==> config.mk <==
export PLATFORM = sky130hd
export DESIGN_NAME = subfr_ibuf
export DESIGN_NICKNAME = d
export VERILOG_FILES = /design/src/rtl/subfr_pkg.sv /design/src/rtl/subfr_fifo.sv /design/src/rtl/subfr_steer.sv /design/src/rtl/subfr_status.sv /design/src/rtl/subfr_ibuf.sv
export SDC_FILE = /design/constraint.sdc
export NUM_CORES = 2
export LEC_CHECK = 0
export CORE_MARGIN = 2
export CORE_UTILIZATION = 31
export DETAILED_ROUTE_END_ITERATION = 6
export HOLD_SLACK_MARGIN = 0.08
export PLACE_DENSITY_LB_ADDON = 0.1
export RECOVER_POWER = 100
export SETUP_SLACK_MARGIN = 0.2
export SLEW_MARGIN = 20
export SYNTH_ARGS = -nofsm -noshare
export SYNTH_HDL_FRONTEND = slang
export SYNTH_SLANG_ARGS = --single-unit
==> constraint.sdc <==
create_clock -name clk -period 4.3 [get_ports clk]
set_input_delay 0.86 -clock clk [delete_from_list [all_inputs] [get_ports clk]]
set_output_delay 0.86 -clock clk [all_outputs]
set_load 0.01 [all_outputs]
==> src/rtl/subfr_pkg.sv <==
package subfr_pkg;

    typedef struct packed {
        logic all_full;
        logic cube_ready;
        logic all_busy;
    } subfr_status_t;

    function automatic int unsigned lanes_of(input int unsigned side);
        return side * side;
    endfunction

    function automatic int unsigned depth_of(input int unsigned side);
        return 2 * side;
    endfunction

endpackage

==> src/rtl/subfr_fifo.sv <==
module subfr_fifo #(
    parameter int W     = 16,
    parameter int DEPTH = 8,
    localparam int PW   = (DEPTH > 1) ? $clog2(DEPTH) : 1,
    localparam int CW   = $clog2(DEPTH + 1)
) (
    input  logic          clk,
    input  logic          rst,
    input  logic          push,
    input  logic          pop,
    input  logic [W-1:0]  din,
    output logic [W-1:0]  head,
    output logic [CW-1:0] cnt,
    output logic          is_full
);
    logic [W-1:0]  mem [DEPTH];
    logic [PW-1:0] wptr, rptr;
    logic          push_ok, pop_ok;

    assign is_full = (cnt == CW'(DEPTH));
    assign push_ok = push && !is_full;
    assign pop_ok  = pop && (cnt != '0);
    assign head    = mem[rptr];

    always_ff @(posedge clk) begin
        if (push_ok) mem[wptr] <= din;
    end

    always_ff @(posedge clk) begin
        if (rst) begin
            wptr <= '0;
            rptr <= '0;
            cnt  <= '0;
        end else begin
            if (push_ok) wptr <= (wptr == PW'(DEPTH - 1)) ? '0 : wptr + 1'b1;
            if (pop_ok)  rptr <= (rptr == PW'(DEPTH - 1)) ? '0 : rptr + 1'b1;
            case ({push_ok, pop_ok})
                2'b10:   cnt <= cnt + 1'b1;
                2'b01:   cnt <= cnt - 1'b1;
                default: cnt <= cnt;
            endcase
        end
    end
endmodule

==> src/rtl/subfr_steer.sv <==
module subfr_steer #(
    parameter int LANES = 16,
    localparam int SW   = $clog2(LANES)
) (
    input  logic             clk,
    input  logic             rst,
    input  logic             in_valid,
    input  logic [LANES-1:0] lane_full,
    output logic [LANES-1:0] wr_en,
    output logic             drop
);
    logic [SW-1:0] pos;
    logic          accept;

    assign drop   = in_valid && lane_full[pos];
    assign accept = in_valid && !lane_full[pos];

    for (genvar i = 0; i < LANES; i++) begin : g_sel
        assign wr_en[i] = accept && (pos == SW'(i));
    end

    always_ff @(posedge clk) begin
        if (rst) pos <= '0;
        else if (accept) pos <= (pos == SW'(LANES - 1)) ? '0 : pos + 1'b1;
    end
endmodule

==> src/rtl/subfr_status.sv <==
module subfr_status
    import subfr_pkg::*;
#(
    parameter int LANES = 16,
    parameter int DEPTH = 8,
    parameter int NEED  = 4,
    localparam int CW   = $clog2(DEPTH + 1)
) (
    input  logic [LANES-1:0][CW-1:0] cnt,
    output subfr_status_t            st
);
    logic [LANES-1:0] at_top, has_cube, has_one;

    for (genvar i = 0; i < LANES; i++) begin : g_lane
        assign at_top[i]   = (cnt[i] == CW'(DEPTH));
        assign has_cube[i] = (cnt[i] >= CW'(NEED));
        assign has_one[i]  = (cnt[i] != '0);
    end

    always_comb begin
        st.all_full   = &at_top;
        st.cube_ready = &has_cube;
        st.all_busy   = &has_one;
    end
endmodule

==> src/rtl/subfr_ibuf.sv <==
module subfr_ibuf
    import subfr_pkg::*;
#(
    parameter int SIDE  = 4,
    parameter int W     = 16,
    localparam int LANES = lanes_of(SIDE),
    localparam int DEPTH = depth_of(SIDE),
    localparam int CW    = $clog2(DEPTH + 1)
) (
    input  logic               clk,
    input  logic               rst,
    input  logic               in_valid,
    input  logic [W-1:0]       in_data,
    input  logic               rd_req,
    output logic [LANES*W-1:0] plane_data,
    output logic               full,
    output logic               rd_ready,
    output logic               wr_drop
);
    logic [LANES-1:0]         wr_en;
    logic [LANES-1:0]         lane_full;
    logic [LANES-1:0][CW-1:0] fifo_cnt;
    subfr_status_t            st;
    logic                     pop_all;

    subfr_steer #(.LANES(LANES)) u_steer (
        .clk(clk), .rst(rst), .in_valid(in_valid),
        .lane_full(lane_full), .wr_en(wr_en), .drop(wr_drop)
    );

    assign pop_all = rd_req && st.all_busy;

    for (genvar i = 0; i < LANES; i++) begin : g_q
        subfr_fifo #(.W(W), .DEPTH(DEPTH)) u_fifo (
            .clk(clk), .rst(rst),
            .push(wr_en[i]), .pop(pop_all), .din(in_data),
            .head(plane_data[i*W +: W]), .cnt(fifo_cnt[i]),
            .is_full(lane_full[i])
        );
    end

    subfr_status #(.LANES(LANES), .DEPTH(DEPTH), .NEED(SIDE)) u_status (
        .cnt(fifo_cnt), .st(st)
    );

    assign full     = st.all_full;
    assign rd_ready = st.cube_ready;
endmodule

## Yosys cells after proc, flatten, opt, wreduce, memory -nomap -nowiden

Memory sizes are Yosys's and may differ from the RTL's. A register that Yosys moved wholly into a read port is not among the register bits.
Index checks and enable logic that the tools add are counted.

- Input bits: 20
- RAM bits: 2048
- Flip-flop bits (word level): 164
- Memories kept: 16

Memory list:

| memory | depth | bits a word | read ports | clocked after memory_dff | wr ports | line | RTL |
|---|---|---|---|---|---|---|---|
| g_q[0].u_fifo.mem | 8 | 16 | 1 | 1 | 1 | subfr_fifo.sv:16 | `logic [W-1:0] mem [DEPTH];` |
| g_q[10].u_fifo.mem | 8 | 16 | 1 | 1 | 1 | subfr_fifo.sv:16 |  |
| g_q[11].u_fifo.mem | 8 | 16 | 1 | 1 | 1 | subfr_fifo.sv:16 |  |
| g_q[12].u_fifo.mem | 8 | 16 | 1 | 1 | 1 | subfr_fifo.sv:16 |  |
| g_q[13].u_fifo.mem | 8 | 16 | 1 | 1 | 1 | subfr_fifo.sv:16 |  |
| g_q[14].u_fifo.mem | 8 | 16 | 1 | 1 | 1 | subfr_fifo.sv:16 |  |
| 10 more memories | - | - | - | - | - | - |  |

- Add/subtract/negate cells: 65
- Reductions and logical operators: 104
- Order comparisons: 17
- Eq/ne operators: 95
- Muxes and demuxes: 115

Operators with widths:

| cell | count |
|---|---|
| $mux 3 | 64 |
| $pmux 4 s2 | 16 |
| $add 3x1->3 const B | 32 |
| $eq 3x3->1 const B | 32 |
| $eq 4x4->1 const B | 24 |
| $add 4x1->4 const B | 17 |
| $ge 4x3->1 const B | 16 |
| $reduce_bool 4->1 | 16 |
| $sub 4x1->4 const B | 16 |
| $logic_and 1x1->1 | 51 |
| $reduce_and 16->1 | 3 |
| $mux 1 | 33 |
| $eq 2x1->1 const B | 16 |
| $eq 2x2->1 const B | 16 |
| $reduce_bool 2->1 | 16 |
| $logic_not 1->1 | 17 |
| $eq 4x3->1 const B | 4 |
| $eq 4x2->1 const B | 2 |
| $lt 4x5->1 const B | 1 |
| $bmux 1 s4 | 1 |
| $eq 4x1->1 const B | 1 |
| $logic_not 4->1 | 1 |
| $mux 4 | 1 |

## Longest topological paths before layout

- Depth in word-level cells: 9
- Depth in mapped cells: 15
- Mapped depth without buffers: 12

## By module

A second synthesis with hierarchy kept.

- Cells, all modules: 4324
- Area total of the unflattened synthesis: 88827.7 µm²

Modules (own cells, without submodules):

| module | cells each | area each (µm²) | times used | sequential area each (µm²) |
|---|---|---|---|---|
| subfr_fifo | 262 | 5486.5 | 16 | 4103.9 |
| subfr_steer | 71 | 670.6 | 1 | 80.1 |
| subfr_status | 60 | 366.6 | 1 | 0.0 |
| subfr_ibuf | 1 | 6.3 | 1 | 0.0 |

## Worst setup path before layout

No wires, ideal clock.

- Path type: input -> register
- Start: in in_valid
- End: mem g_q[11].u_fifo.mem[4][0], enable pin
- Arrival time: 3.445 ns
- Setup slack: 0.418 ns
- Data required time: 3.864 ns
- Stages on the path: 5
- Path through: clkbuf_1 > nand2_1 > nor2_1 > nand3_2 > nor4b_1

- Cells in the longest elaborated chain, start to end: 5

Ends and longest elaborated chain:

| element | line | RTL |
|---|---|---|
| start: declaration | subfr_ibuf.sv:12 | `input logic in_valid,` |
| $logic_and 1x1->1 | subfr_steer.sv:16 | `assign accept = in_valid && !lane_full[pos];` |
| $logic_and 1x1->1 | subfr_steer.sv:19 | `assign wr_en[i] = accept && (pos == SW'(i));` |
| $logic_and 1x1->1 | subfr_fifo.sv:21 | `assign push_ok = push && !is_full;` |
| $mux 1 | subfr_fifo.sv:26 | `if (push_ok) mem[wptr] <= din;` |
| $mux 1 (not written as such) | subfr_fifo.sv:26 |  |
| end: declaration | subfr_fifo.sv:16 |  |

No other way between the ends.

==> impl_metrics.json <==
{
  "drcViolationCount": 0,
  "port_buffers": 278,
  "p_per_area_mw_per_mm2": 443.4,
  "dpl_cell_area_mm2": 0.09761,
  "synth_cells": 4256,
  "final_area_mm2": 0.1045,
  "cts_made_buffers": 265,
  "overflow": 0,
  "hold_violations": 0,
  "setup_tns_ps": 0,
  "postRouteWirelength_mm": 223.2,
  "drive_gt1_share_pct": 26.03,
  "async_flop_share_pct": 0,
  "postLayoutCoreUtil_pct": 36.99,
  "cts_hold_buffers": 0,
  "hold_path.class": "reg2reg",
  "drt-initial-drc-count": 3233,
  "dieArea_mm2": 0.2886,
  "p_leak_nw": 32.27,
  "ctsLongestPathBuffers": 4,
  "combPwrFrac_pct": 1.5,
  "worst_slew_pin_slew_ps": 3800,
  "num_vias": 42900,
  "cts_tree": "built",
  "first_pass_iters": 5,
  "numPlacedInstances": 8317,
  "ios": 279,
  "hpwl_mm": 128.2,
  "finalWorstSetupSlack_ps": 237.4,
  "core-area_mm2": 0.2825,
  "critPathArrivalTime_ps": 3200,
  "initial_utilization_pct": 31.20,
  "cp-end-kind": "output pin",
  "viasPerCell": 4.874,
  "p_clk_share_pct": 46.6,
  "cp_max_fo": 32,
  "gp_congestion": 0.7279,
  "path_clk_slew_ps": 50,
  "whs_ps": 487.1,
  "synth_flop_cell": "edfxtp_1",
  "post-route-period-util_pct": 94.48,
  "clock_skew_ps": 44.24,
  "ys_seq_area_share_pct": 74.58,
  "slew_violations": 1216,
  "row_count": 195,
  "finalSetupViolations": 0,
  "criticalPathCategory": "reg2out",
  "synth-edff-count": 2048,
  "syn_to_final_growth_pct": 18.54,
  "finalCriticalPeriod_ps": 4063,
  "cts_sinks": 2260,
  "dpl_worst_slack_ps": 366.8,
  "ant_nets": 0,
  "grt_pass1_wl_mm": 321.7,
  "irDropWorstVdd_mv": 0.2888,
  "nets": 4979,
  "rsz0062_at_grt": "false",
  "antenna_found_initial": 8,
  "max_freq_mhz": 246.1,
  "power_mw": 46.33,
  "grt_usage_pct": 15.28,
  "status": "complete, but fails checks",
  "yosysWarningCount": 0,
  "violations": "capacitance limit, slew limit",
  "final_cells": 8802,
  "syn-num-nets": 4392,
  "min_path_cells": 2,
  "grt_max_degree": 129,
  "ys_seq_elements": 2260,
  "synth_area_mm2": 0.08815,
  "synth_cell_types": 56,
  "avgRoutedWirePerCell_um": 25.35,
  "max_cap_viol_count": 19,
  "clk_latency_ps": 870,
  "cts_max_level": 5,
  "internal_power_mw": 36.65,
  "cp-start-kind": "register",
  "cts-root-buf": "clkbuf_16",
  "min_from": "g_q[9].u_fifo.rptr[1]$_SDFFE_PP0N_",
  "swShare_pct": 20.89,
  "die_h_um": 537.2,
  "r2r_cells": 12,
  "r2r-start": "g_q[14].u_fifo.cnt[1]$_SDFFE_PP0P_",
  "seq_power_share_pct": 51.9,
  "grt_pass1_vias": 44800,
  "avgSynthCellArea_um2": 20.71,
  "p_sw_mw": 9.680,
  "worstPathRequired_ps": 3440,
  "relSlewSlack_pct": -153.3,
  "die_w_um": 537.2
}
## timing repair
action,CTS,global route
pin swaps,0,1
endpoints found under the setup margin,102,3
resized for setup,19,4
cloned,0,0
setup buffers,0,2
## placed cells by master, fill, tap and decap left out, types with 36 or more instances in the layout
| master | count |
|---|---|
| clkbuf_2 | 42 |
| nor3b_1 | 43 |
| o21ai_0 | 108 |
| nor4b_1 | 40 |
| nand3_1 | 47 |
| clkbuf_16 | 268 |
| mux2i_1 | 36 |
| xor2_1 | 48 |
| mux4_2 | 512 |
| edfxtp_1 | 2048 |
| mux2_2 | 256 |
| nand2_1 | 52 |
| nor2_1 | 112 |
| ha_1 | 116 |
| a21oi_1 | 128 |
| clkinv_1 | 50 |
| dlygate4sd3_1 | 112 |
| dfxtp_1 | 194 |
| clkbuf_1 | 206 |
| buf_4 | 50 |
| clkdlybuf4s50_1 | 147 |
| clkinv_2 | 37 |
## synth_stat cells, types with 22 or more instances
library cell	count	area share, %
nand2_1	52	0.22
a21oi_1	128	0.73
dfxtp_1	212	4.8
nand3_1	41	0.23
buf_2	71	0.40
xor2_1	48	0.48
nor3_1	32	0.18
clkbuf_1	119	0.51
or3_1	28	0.20
or4_1	22	0.19
nor2_1	116	0.49
nor4_1	39	0.28
mux2i_1	35	0.40
nor3b_1	44	0.37
nor4b_1	44	0.44
ha_1	116	1.6
o21ai_0	108	0.61
mux4_2	512	13
mux2_2	256	3.3
edfxtp_1	2048	70
## power groups by stage
stage	Combinational (mW)	Clock (mW)	Sequential (mW)
6_report	0.713	21.6	24.0
5_1_grt	0.787	23.2	24.0
4_1_cts	0.779	22.4	24.0
3_5_place_dp	0.780	0	24.5
3_3_place_gp	0.762	0	24.5
2_1_floorplan	0.180	0	24.5
## final cells by class
type	count	area (um^2)
well taps	3743	4683
inverters	7	26.28
diodes	14	35.03
fillers	26140	178000
clock buffers	332	6997
flip-flops and latches	2260	65790
multi-input cells	1775	21470
clock inverters	137	1266
repair buffers	534	4233
## worst max-delay path: stages, from the launching register on
cell             delay, ps
dfxtp_1                300
buf_2                  720
mux4_2                 470
mux2_2                 340
clkdlybuf4s50_1        500
## worst paths after layout
| path | slack, ps | end |
|---|---|---|
| setup / recovery | 240 | plane_data[78] |
| hold / removal | 490 | register |
| setup reg to reg | 370 | g_q[8].u_fifo.cnt[2]$_SDFFE_PP0P_ |
| hold reg to reg | 490 | register |
## registers in the layout, summed over array words and instances, names as in the netlist, named ones only
register and flops:
g_q.u_fifo.cnt 64, g_q.u_fifo.mem 2048, g_q.u_fifo.rptr 48, g_q.u_fifo.wptr 48, u_steer.pos 4
## cells by family (layout without fill, tap and decap cells)
group | Yosys count | count (layout) | synth area share [%]
AOI/OAI and AO/OA | 259 | 259 | 1.651
xor gates and xnor gates | 64 | 64 | 0.6359
adders and majority gates | 116 | 116 | 1.647
buffers and inverters | 221 | 1010 | 1.072
DFF | 2260 | 2260 | 74.58
muxes | 805 | 805 | 16.78
other | 0 | 14 | 0
and+or+nand+nor | 531 | 531 | 3.632
## layer usage
metal	up-vias	routed length (um)	GRT usage, %
li1	18860	-	-
met1	22970	103500	21.55
met2	791	106400	24.77
met3	285	8823	2.257
met4	0	4449	3.836
met5	-	0	0
No activity file was read; power rests on OpenSTA's default activity.
